`src/rtl/camCapPkg.sv`:
```
package camCapPkg;

  // Per-cycle strobes from the capture control to the datapath.
  typedef struct packed {
    logic latchHi;   // high byte of a pixel is on the bus
    logic pixDone;   // low byte on the bus completes a valid pixel
    logic keepDec;   // completed pixel belongs to the thumbnail
    logic inRoi;     // completed pixel lies inside the crop window
  } capStrobe_t;

endpackage

```
`src/rtl/camCapCtrl.sv`:
```
module camCapCtrl
  import camCapPkg::*;
#(
  parameter int FRAME_W    = 800,
  parameter int FRAME_H    = 600,
  parameter int ROW_STRIDE = 512
) (
  input  logic                               clk,
  input  logic                               rstN,
  input  logic                               frameSync,
  input  logic                               lineValid,
  input  logic [$clog2(FRAME_W+1)-1:0]       roiX0,
  input  logic [$clog2(FRAME_H+1)-1:0]       roiY0,
  output capStrobe_t                         strobe,
  output logic [$clog2(ROW_STRIDE)-1:0]      decCol,
  output logic [$clog2(FRAME_H/2)-1:0]       decRow,
  output logic [$clog2(ROW_STRIDE)-1:0]      roiCol,
  output logic [$clog2(FRAME_H/2)-1:0]       roiRow,
  output logic                               frameDone
);

  localparam int XW     = $clog2(FRAME_W + 1);
  localparam int YW     = $clog2(FRAME_H + 1);
  localparam int SW     = $clog2(ROW_STRIDE);
  localparam int DEC_W  = FRAME_W / 2;
  localparam int DEC_H  = FRAME_H / 2;
  localparam int RW     = $clog2(DEC_H);
  localparam int ROI_W  = ROW_STRIDE - DEC_W;
  localparam logic [YW-1:0] LAST_Y = YW'(FRAME_H - 1);
  localparam logic [XW-1:0] X_END  = XW'(FRAME_W);

  logic          inFrame;
  logic          phase;
  logic          lineValidQ;
  logic          doneArm;
  logic          frameDoneQ;
  logic [XW-1:0] xCnt;
  logic [YW-1:0] yCnt;
  logic [XW-1:0] x0Q;
  logic [YW-1:0] y0Q;

  logic          active;
  logic          lineEnd;
  logic          inX;
  logic          inY;
  logic [XW-1:0] dx;
  logic [YW-1:0] dy;

  always_comb begin
    active  = inFrame && lineValid && !frameSync;
    lineEnd = inFrame && lineValidQ && !lineValid && !frameSync;
    dx      = xCnt - x0Q;
    dy      = yCnt - y0Q;
    inX     = (xCnt >= x0Q) && (32'(dx) < ROI_W);
    inY     = (yCnt >= y0Q) && (32'(dy) < DEC_H);

    strobe.latchHi = active && !phase;
    strobe.pixDone = active && phase && (xCnt < X_END);
    strobe.keepDec = strobe.pixDone && !xCnt[0] && !yCnt[0];
    strobe.inRoi   = strobe.pixDone && inX && inY;

    decCol = SW'(xCnt >> 1);
    decRow = RW'(yCnt >> 1);
    roiCol = SW'(32'(dx) + DEC_W);
    roiRow = RW'(dy);
  end

  always_ff @(posedge clk or negedge rstN) begin
    if (!rstN) begin
      inFrame    <= 1'b0;
      phase      <= 1'b0;
      lineValidQ <= 1'b0;
      doneArm    <= 1'b0;
      frameDoneQ <= 1'b0;
      xCnt       <= '0;
      yCnt       <= '0;
      x0Q        <= '0;
      y0Q        <= '0;
    end else begin
      lineValidQ <= lineValid;
      doneArm    <= lineEnd && (yCnt == LAST_Y);
      frameDoneQ <= doneArm;
      if (frameSync) begin
        inFrame <= 1'b1;
        phase   <= 1'b0;
        xCnt    <= '0;
        yCnt    <= '0;
        x0Q     <= roiX0;
        y0Q     <= roiY0;
      end else begin
        if (lineValid && inFrame) begin
          phase <= ~phase;
          if (phase && (xCnt < X_END)) xCnt <= xCnt + 1'b1;
        end else begin
          phase <= 1'b0;
          xCnt  <= '0;
        end
        if (lineEnd) begin
          yCnt <= yCnt + 1'b1;
          if (yCnt == LAST_Y) inFrame <= 1'b0;
        end
      end
    end
  end

  assign frameDone = frameDoneQ;

  // the completion flag is a single-cycle pulse
  a_r8_done_pulse: assert property (@(posedge clk) disable iff (!rstN)
    frameDone |=> !frameDone);

  // the column counter saturates at the frame width
  a_r10_x_bound: assert property (@(posedge clk) disable iff (!rstN)
    xCnt <= X_END);

endmodule

```
`src/rtl/camCapDatapath.sv`:
```
module camCapDatapath
  import camCapPkg::*;
#(
  parameter int FRAME_W    = 800,
  parameter int FRAME_H    = 600,
  parameter int ROW_STRIDE = 512
) (
  input  logic                                                 clk,
  input  logic                                                 rstN,
  input  capStrobe_t                                           strobe,
  input  logic [7:0]                                           pixByte,
  input  logic [$clog2(ROW_STRIDE)-1:0]                        decCol,
  input  logic [$clog2(FRAME_H/2)-1:0]                         decRow,
  input  logic [$clog2(ROW_STRIDE)-1:0]                        roiCol,
  input  logic [$clog2(FRAME_H/2)-1:0]                         roiRow,
  output logic                                                 memWe,
  output logic [$clog2(FRAME_H/2)+$clog2(ROW_STRIDE)-1:0]      memAddr,
  output logic [2:0]                                           memData
);

  localparam int SW    = $clog2(ROW_STRIDE);
  localparam int RW    = $clog2(FRAME_H / 2);
  localparam int AW    = RW + SW;
  localparam int DEC_W = FRAME_W / 2;

  logic [7:0]    hiQ;
  logic [15:0]   word;
  logic [4:0]    red;
  logic [5:0]    green;
  logic [4:0]    blue;
  logic [2:0]    pix3;
  logic [AW-1:0] decAddr;
  logic [AW-1:0] roiAddr;

  logic          pendValid;
  logic [AW-1:0] pendAddr;
  logic [2:0]    pendData;
  logic          weQ;
  logic [AW-1:0] addrQ;
  logic [2:0]    dataQ;
  logic          unusedColorBits;

  always_comb begin
    word    = {hiQ, pixByte};
    red     = word[15:11];
    green   = word[10:5];
    blue    = word[4:0];
    pix3    = {red[4], green[5], blue[4]};
    decAddr = {decRow, decCol};
    roiAddr = {roiRow, roiCol};
  end

  assign unusedColorBits = ^{red[3:0], green[4:0], blue[3:0]};

  always_ff @(posedge clk or negedge rstN) begin
    if (!rstN) begin
      hiQ <= '0;
    end else if (strobe.latchHi) begin
      hiQ <= pixByte;
    end
  end

  // Single write port: thumbnail first, crop deferred into the free slot.
  always_ff @(posedge clk or negedge rstN) begin
    if (!rstN) begin
      weQ       <= 1'b0;
      addrQ     <= '0;
      dataQ     <= '0;
      pendValid <= 1'b0;
      pendAddr  <= '0;
      pendData  <= '0;
    end else if (strobe.keepDec) begin
      weQ       <= 1'b1;
      addrQ     <= decAddr;
      dataQ     <= pix3;
      pendValid <= strobe.inRoi;
      pendAddr  <= roiAddr;
      pendData  <= pix3;
    end else if (strobe.inRoi) begin
      weQ       <= 1'b1;
      addrQ     <= roiAddr;
      dataQ     <= pix3;
      pendValid <= 1'b0;
    end else if (pendValid) begin
      weQ       <= 1'b1;
      addrQ     <= pendAddr;
      dataQ     <= pendData;
      pendValid <= 1'b0;
    end else begin
      weQ       <= 1'b0;
    end
  end

  assign memWe   = weQ;
  assign memAddr = addrQ;
  assign memData = dataQ;

  // a deferred crop write never meets a freshly completed pixel
  a_r6_pend_no_clash: assert property (@(posedge clk) disable iff (!rstN)
    pendValid |-> !strobe.pixDone);

  // a doubly-claimed pixel produces two back-to-back writes, crop second
  a_r6_back_to_back: assert property (@(posedge clk) disable iff (!rstN)
    (strobe.keepDec && strobe.inRoi) |=> memWe ##1 (memWe && (32'(memAddr[SW-1:0]) >= DEC_W)));

  // a thumbnail pixel lands in the left part of a row
  a_r3_dec_column: assert property (@(posedge clk) disable iff (!rstN)
    strobe.keepDec |=> (memWe && (32'(memAddr[SW-1:0]) < DEC_W)));

  // a crop-only pixel lands in the right part of a row
  a_r5_roi_column: assert property (@(posedge clk) disable iff (!rstN)
    (strobe.inRoi && !strobe.keepDec) |=> (memWe && (32'(memAddr[SW-1:0]) >= DEC_W)));

endmodule

```
`src/rtl/camRoiCapture.sv`:
```
module camRoiCapture
  import camCapPkg::*;
#(
  parameter int FRAME_W    = 800,
  parameter int FRAME_H    = 600,
  parameter int ROW_STRIDE = 512
) (
  input  logic                                             clk,
  input  logic                                             rstN,
  input  logic                                             frameSync,
  input  logic                                             lineValid,
  input  logic [7:0]                                       pixByte,
  input  logic [$clog2(FRAME_W+1)-1:0]                     roiX0,
  input  logic [$clog2(FRAME_H+1)-1:0]                     roiY0,
  output logic                                             memWe,
  output logic [$clog2(FRAME_H/2)+$clog2(ROW_STRIDE)-1:0]  memAddr,
  output logic [2:0]                                       memData,
  output logic                                             frameDone
);

  localparam int SW = $clog2(ROW_STRIDE);
  localparam int RW = $clog2(FRAME_H / 2);

  capStrobe_t    strobe;
  logic [SW-1:0] decCol;
  logic [RW-1:0] decRow;
  logic [SW-1:0] roiCol;
  logic [RW-1:0] roiRow;

  camCapCtrl #(
    .FRAME_W(FRAME_W), .FRAME_H(FRAME_H), .ROW_STRIDE(ROW_STRIDE)
  ) u_ctrl (
    .clk(clk), .rstN(rstN), .frameSync(frameSync), .lineValid(lineValid),
    .roiX0(roiX0), .roiY0(roiY0), .strobe(strobe),
    .decCol(decCol), .decRow(decRow), .roiCol(roiCol), .roiRow(roiRow),
    .frameDone(frameDone)
  );

  camCapDatapath #(
    .FRAME_W(FRAME_W), .FRAME_H(FRAME_H), .ROW_STRIDE(ROW_STRIDE)
  ) u_data (
    .clk(clk), .rstN(rstN), .strobe(strobe), .pixByte(pixByte),
    .decCol(decCol), .decRow(decRow), .roiCol(roiCol), .roiRow(roiRow),
    .memWe(memWe), .memAddr(memAddr), .memData(memData)
  );

endmodule

```
`config.mk`:
```
export PLATFORM = sky130hd
export DESIGN_NAME = camRoiCapture
export DESIGN_NICKNAME = d
export VERILOG_FILES = /design/src/rtl/camCapPkg.sv /design/src/rtl/camCapCtrl.sv /design/src/rtl/camCapDatapath.sv /design/src/rtl/camRoiCapture.sv
export SDC_FILE = /design/constraint.sdc
export NUM_CORES = 1
export LEC_CHECK = 0
export BUFFER_PORTS_ARGS = -buffer_cell sky130_fd_sc_hd__buf_2
export CAP_MARGIN = 20
export CORE_MARGIN = 4
export CORE_UTILIZATION = 64
export CTS_CLUSTER_DIAMETER = 50
export DETAILED_ROUTE_END_ITERATION = 7
export PLACE_DENSITY = 0.86
export SLEW_MARGIN = 20
export SYNTH_ARGS = -nofsm -noshare
export SYNTH_HDL_FRONTEND = slang
export SYNTH_SLANG_ARGS = --single-unit
```
`constraint.sdc`:
```
create_clock -name clk -period 9.5 [get_ports clk]
set_input_delay 0.475 -clock clk [delete_from_list [all_inputs] [get_ports clk]]
set_output_delay 0.475 -clock clk [all_outputs]
set_load 0.01 [all_outputs]
```
# --- Yosys cells after proc, flatten, opt, wreduce, memory -nomap -nowiden ---
# Index checks and enable logic that the tools add are counted.
# W data, S select, Z words.
word_totals:
  reg_bits: 97
  in_bits: 32
  out_inout_bits: 23
  wordCells: 74
op_classes:
  n_addsub: 5
  magnitude_cmp: 5
  n_eq_ne: 2
  muxes: 20
  bitwise: 1
  reduce_logical: 25
ops:
  columns: ["cell", "n"]
  rows:
  - ["$mux W18", 3]
  - ["$mux W10", 5]
  - ["$add A10 B1 Y10 const B", 2]
  - ["$ge A10 B10 Y1", 2]
  - ["$sub A10 B10 Y10", 2]
  - ["$logic_and A1 B1 Y1", 16]
  - ["$eq A10 B10 Y1 const B", 1]
  - ["$lt A10 B10 Y1 const B", 1]
  - ["$lt A10 B7 Y1 const B", 1]
  - ["$lt A10 B9 Y1 const B", 1]
  - ["$add A9 B9 Y9 const B", 1]
  - ["$mux W1", 9]
  - ["$mux W3", 3]
  - ["$logic_not A1 Y1", 5]
  - ["$reduce_bool A2 Y1", 2]
  - ["$ne A3 B3 Y1 const B", 1]
  - ["$reduce_bool A3 Y1", 1]
  - ["$reduce_and A2 Y1", 1]
  - ["$not A1 Y1", 1]

# --- Logic depth before layout (Yosys ltp) ---
logic_depth:
  word_depth: 8
  mapped_depth: 15
  mapped_depth_nobuf: 13

# --- Modules after synthesis ---
# Synthesis repeated with hierarchy kept, for this count alone.
unflattened:
  hier_cells: 511
  area_unflattened_um2: 5079.9
by_module_without_submodules:
  columns: ["module", "instances", "cells_per_inst", "area_per_inst_um2", "seq_area_each_um2"]
  rows:
  - ["camCapCtrl", 1, 343, 3031.7, 1126.1]
  - ["camCapDatapath", 1, 168, 2048.2, 1151.1]

# --- Worst setup path after synthesis ---
# Ideal clock, no wire load.
synth_path:
  path_kind: "reg-to-reg"
  from: "reg u_ctrl.xCnt[0]"
  to: "reg u_data.addrQ[2], in the netlist u_data.memAddr[2]"
  setup_time_ns: 0.123
  t_arrival_ns: 3.349
  t_required_ns: 9.377
  setup_slack_ns: 6.028
  stages_incl_launch_ff: 16
  n_path_buf: 2
  synth_period_minus_slack_ns: 3.472
  path_cell_list: "dfrtp_1 inv_1 ha_1 inv_1 fa_1 a21o_1 a211oi_1 nor2_1 ha_1 a21o_1 or3_1 or4_1 buf_6 buf_12 mux2i_1 o221a_2"
synth_between:
  elab_chain_len: 7
  elab_cells_between_ends: 15
  cone_classes: "add/sub: 2; order compare: 3; mux: 2; reduce/logical: 8"
synth_rtl:
  columns: ["element", "line_no", "text"]
  rows:
  - ["start, declared", "camCapCtrl.sv:37", "logic [XW-1:0] xCnt;"]
  - ["start signal, assigned", "camCapCtrl.sv:93", "if (phase && (xCnt < X_END)) xCnt <= xCnt + 1'b1;"]
  - ["$sub A10 B10 Y10", "camCapCtrl.sv:52", "dx = xCnt - x0Q;"]
  - ["$lt A10 B7 Y1", "camCapCtrl.sv:54", "inX = (xCnt >= x0Q) && (32'(dx) < ROI_W);"]
  - ["$logic_and A1 B1 Y1", "camCapCtrl.sv:54", null]
  - ["$logic_and A1 B1 Y1 (2 in series)", "camCapCtrl.sv:60", "strobe.inRoi = strobe.pixDone && inX && inY;"]
  - ["$mux W18", "camCapDatapath.sv:79", "end else if (strobe.inRoi) begin"]
  - ["$mux W18", "camCapDatapath.sv:72", "end else if (strobe.keepDec) begin"]
  - ["end signal, assigned", "camCapDatapath.sv:74", "addrQ <= decAddr;"]
  - ["end signal, assigned", "camCapDatapath.sv:81", "addrQ <= roiAddr;"]
  - ["end signal, assigned", "camCapDatapath.sv:86", "addrQ <= pendAddr;"]
  - ["end, declared", "camCapDatapath.sv:39", "logic [AW-1:0] addrQ;"]
# Several ways; a longest one is shown, not always the timed one.
# A chain may end at the register's enable or synchronous reset.

# --- Worst setup path in the final report ---
layout_path:
  from: "reg u_ctrl.xCnt[0]"
  to: "reg u_data.addrQ[6], in the netlist u_data.memAddr[6]"
# Same word-level chain as after synthesis.

==> results.md <==
* Synth top area cells: dfrtp_1, nand2_1, ha_1
* Worst EP arrival at 4.09 ns
* First-pass GRT wire length at 18,100 um
* Post-CTS sizing at 0
* Tot Pwr at 880 uW
* Maximum clock frequency at 260 MHz
* Crit start category: register
* Top_reg_cell synth: dfrtp_1
* Synth unique cells at 61
* Root buf cell: clkbuf_8
* Num CTS Buffers at 9
* Cell taking the most area after synthesis: dfrtp_1
* Leak Pwr at 0.00269 uW
* Final Cycle Share at 40.6%
* CTS max path bufs at 2
* Setup crit end kind: register
* RSZ-0062 raised after global routing: false
* Async S/R FF share, synth at 100%
* Syn nets at 586
* Crit Path Category: reg -> reg
* Outcome: complete, no violations
* Int Pwr at 613 uW
* Setup slack, reg-to-reg at 5.65 ns
* CP Max Fanout at 14
* Worst reg2reg path endpoint: u_data.memAddr[6]
* Clk sinks at 91
* #FFs+latches synth at 91
* TNS Setup at 0 ns
* IO Port Bufs at 49
* Final instance area at 5520 um^2
* H-Tree Depth at 3
* Gate Count Post-Synth at 529
* Comb power frac at 20.2%
* Count leader, synth: nand2_1
* Clk_skew at 0.0110 ns
* Setup bufs post-CTS at 0
* Layout cells sized above 1 at 17.4%
* Synthesized cell area at 5030 um^2
* Grt ovf at 0
* Routability cong. at 0.948
* Avg WL per Cell at 15.8 um
* Post-synth EDFFs at 0
* # DRC at 0
* Vias per cell at 5.94
* Post-layout nets at 627
* Initial Utilization at 65.5%
* Initial DRC Count at 318
* Slew Viols, Final at 0
* Pwr Density at 160 nW/um^2
* Sequential power share at 53.4%
* Synth cell count leaders: nand2_1, dfrtp_1, nor2_1, o21ai_0, inv_1
* Rel. slew slack at 29.9%
* Share of the synthesized area in the top cell type at 45.2%
* Worst-Skew Late Latency at 0.35 ns
* Hold_buf cts at 0
* DIE HEIGHT at 96.7 um
* Final hold vios at 0
* HP Class: in -> async
* I/O Pins at 55
* Rows at 32
* Initial antenna violation count at 0
* Vias in the first global route at 3,695
* Die Width at 96.7 um
* Area Growth Syn to Fin at 9.54%
* Largest net degree at the start of global routing at 58
* Slew at the pin closest to its max-slew limit at 1.05 ns
* VDD IR max at 0.0870 mV
* Min Tclk post-route at 3.85 ns
* Syn Area/Cell at 9.52 um^2
* Worst R2R Start: u_ctrl.xCnt[0]
* Final ANT Viol Nets at 0
* Seq/Total Area, Yosys at 45.2%
* Drt pass-1 iters at 5
* WL final at 10,700 um
* Reg2reg path depth at 15
* GR Util All Layers at 23.4%
* Dpl cell area at 5350 um^2
* Util after Layout at 71.7%
* Max_cap viols at 0
* Clock Pin Slew Worst Setup and Hold Paths at 0.10 ns
* CTS tree: yes
* Finish-stage setup viols at 0
* Required @ worst endpoint at 9.74 ns
* Syn. warnings at 0
* Die ar. at 9350 um^2
* Core area at 7690 um^2
* Sw Share at 30.4%
* DPL Wire Length at 7750 um
* Vias after detailed routing at 4,014
* Ant diodes at 0
* Clock share of power at 26.4%
* NetSw at 267 uW
==> area by class of cell <==
type / instances / area (um^2)
Fill cell: 574 / 2170
Timing Repair Buffer: 54 / 300
Clock buffer: 9 / 124
Tap cell: 102 / 128
Clock inverter: 6 / 42.5
Multi-Input combinational cell: 384 / 2530
Sequential cell: 91 / 2280
Inverter: 30 / 113
==> metrics by stage <==
step           setup WS (ns)  instances  hold WS (ns)
2_1_floorplan           6.03        529         0.179
3_3_place_gp            5.33        659         0.345
3_5_place_dp            5.65        661         0.343
4_1_cts                 5.64        676        0.0588
5_1_grt                 5.45        676        0.0757
6_report                5.65        676        0.0424
==> placed cells by master, fill, tap and decap left out, types with 3 or more instances in the layout <==
cell type | synthesis | final
nand2_1 | 95 | 95
dfrtp_1 | 91 | 91
buf_2 | 2 | 48
o21ai_0 | 41 | 41
nor2_1 | 41 | 41
inv_1 | 30 | 30
mux2i_1 | 23 | 23
ha_1 | 23 | 23
a21oi_1 | 20 | 20
mux2_2 | 19 | 19
xor2_1 | 14 | 14
xnor2_1 | 13 | 13
nor2b_1 | 9 | 9
clkbuf_8 | 0 | 9
nand3_1 | 7 | 7
nand4_1 | 7 | 7
and3_1 | 6 | 6
a31oi_1 | 6 | 6
or3_1 | 5 | 5
a211oi_1 | 4 | 4
nand2b_1 | 4 | 4
buf_4 | 1 | 4
a21o_1 | 3 | 3
o221a_2 | 3 | 3
or4_1 | 3 | 3
==> per-layer routing <==
layer	vias to the layer above	wire, um	track usage, %
li1	1903	-	-
met1	1932	4970	35.9
met2	161	4800	35.1
met3	18	716	3.24
met4	0	182	6.70
met5	-	0	0
==> registers in the layout (all words and copies together) (netlist names), 2 cells and up <==
register / cells
u_data.memData: 3
u_data.pendAddr: 18
u_ctrl.xCnt: 10
u_ctrl.y0Q: 10
u_data.pendData: 3
u_ctrl.x0Q: 10
u_data.hiQ: 2
u_data.memAddr: 18
u_ctrl.yCnt: 10
==> power groups by stage <==
| stage | clock network [uW] | logic [uW] | registers [uW] |
|---|---|---|---|
| floorplan | 0 | 113 | 478 |
| global placement | 0 | 170 | 473 |
| detailed placement | 0 | 178 | 477 |
| CTS | 233 | 179 | 470 |
| global route | 251 | 201 | 476 |
| finish | 232 | 178 | 470 |
==> worst max-delay path by stage <==
| stage | start | to | slack (ns) | cells after the start |
|---|---|---|---|---|
| 6_report | u_ctrl.xCnt[0] | u_data.memAddr[6] | 5.65 | 15 |
| 5_1_grt | u_ctrl.xCnt[0] | u_data.memAddr[6] | 5.45 | 15 |
| 4_1_cts | u_ctrl.xCnt[0] | u_data.memAddr[6] | 5.64 | 15 |
| 3_5_place_dp | u_ctrl.xCnt[0] | u_data.memAddr[6] | 5.65 | 15 |
| 3_3_place_gp | u_ctrl.xCnt[0] | u_data.memAddr[11] | 5.33 | 13 |
| 2_1_floorplan | u_ctrl.xCnt[0] | u_data.memAddr[2] | 6.03 | 15 |
==> critical path: stages, from the launching register on <==
cell and delay [ns]:
dfrtp_1 0.46, inv_1 0.08, ha_1 0.15, inv_1 0.05, fa_1 0.42, a21o_1 0.20
a211oi_1 0.24, nor2_1 0.13, ha_1 0.24, a21o_1 0.20, or3_1 0.39, or4_1 0.44
buf_8 0.19, buf_8 0.16, mux2i_1 0.12, o221a_2 0.25
==> cells by family (layout without fill, tap and decap cells) <==
kind of cell	Yosys count	count (layout)	share of synthesized area, %
and+or+nand+nor	189	189	17.0
AOI/OAI and AO/OA	100	100	12.8
DFF	91	91	45.2
buffers and inverters	54	99	4.62
muxes	43	43	9.12
xor gates and xnor gates	27	27	4.70
adders and majority gates	25	25	6.51
Power figures use the tool's default switching activity.
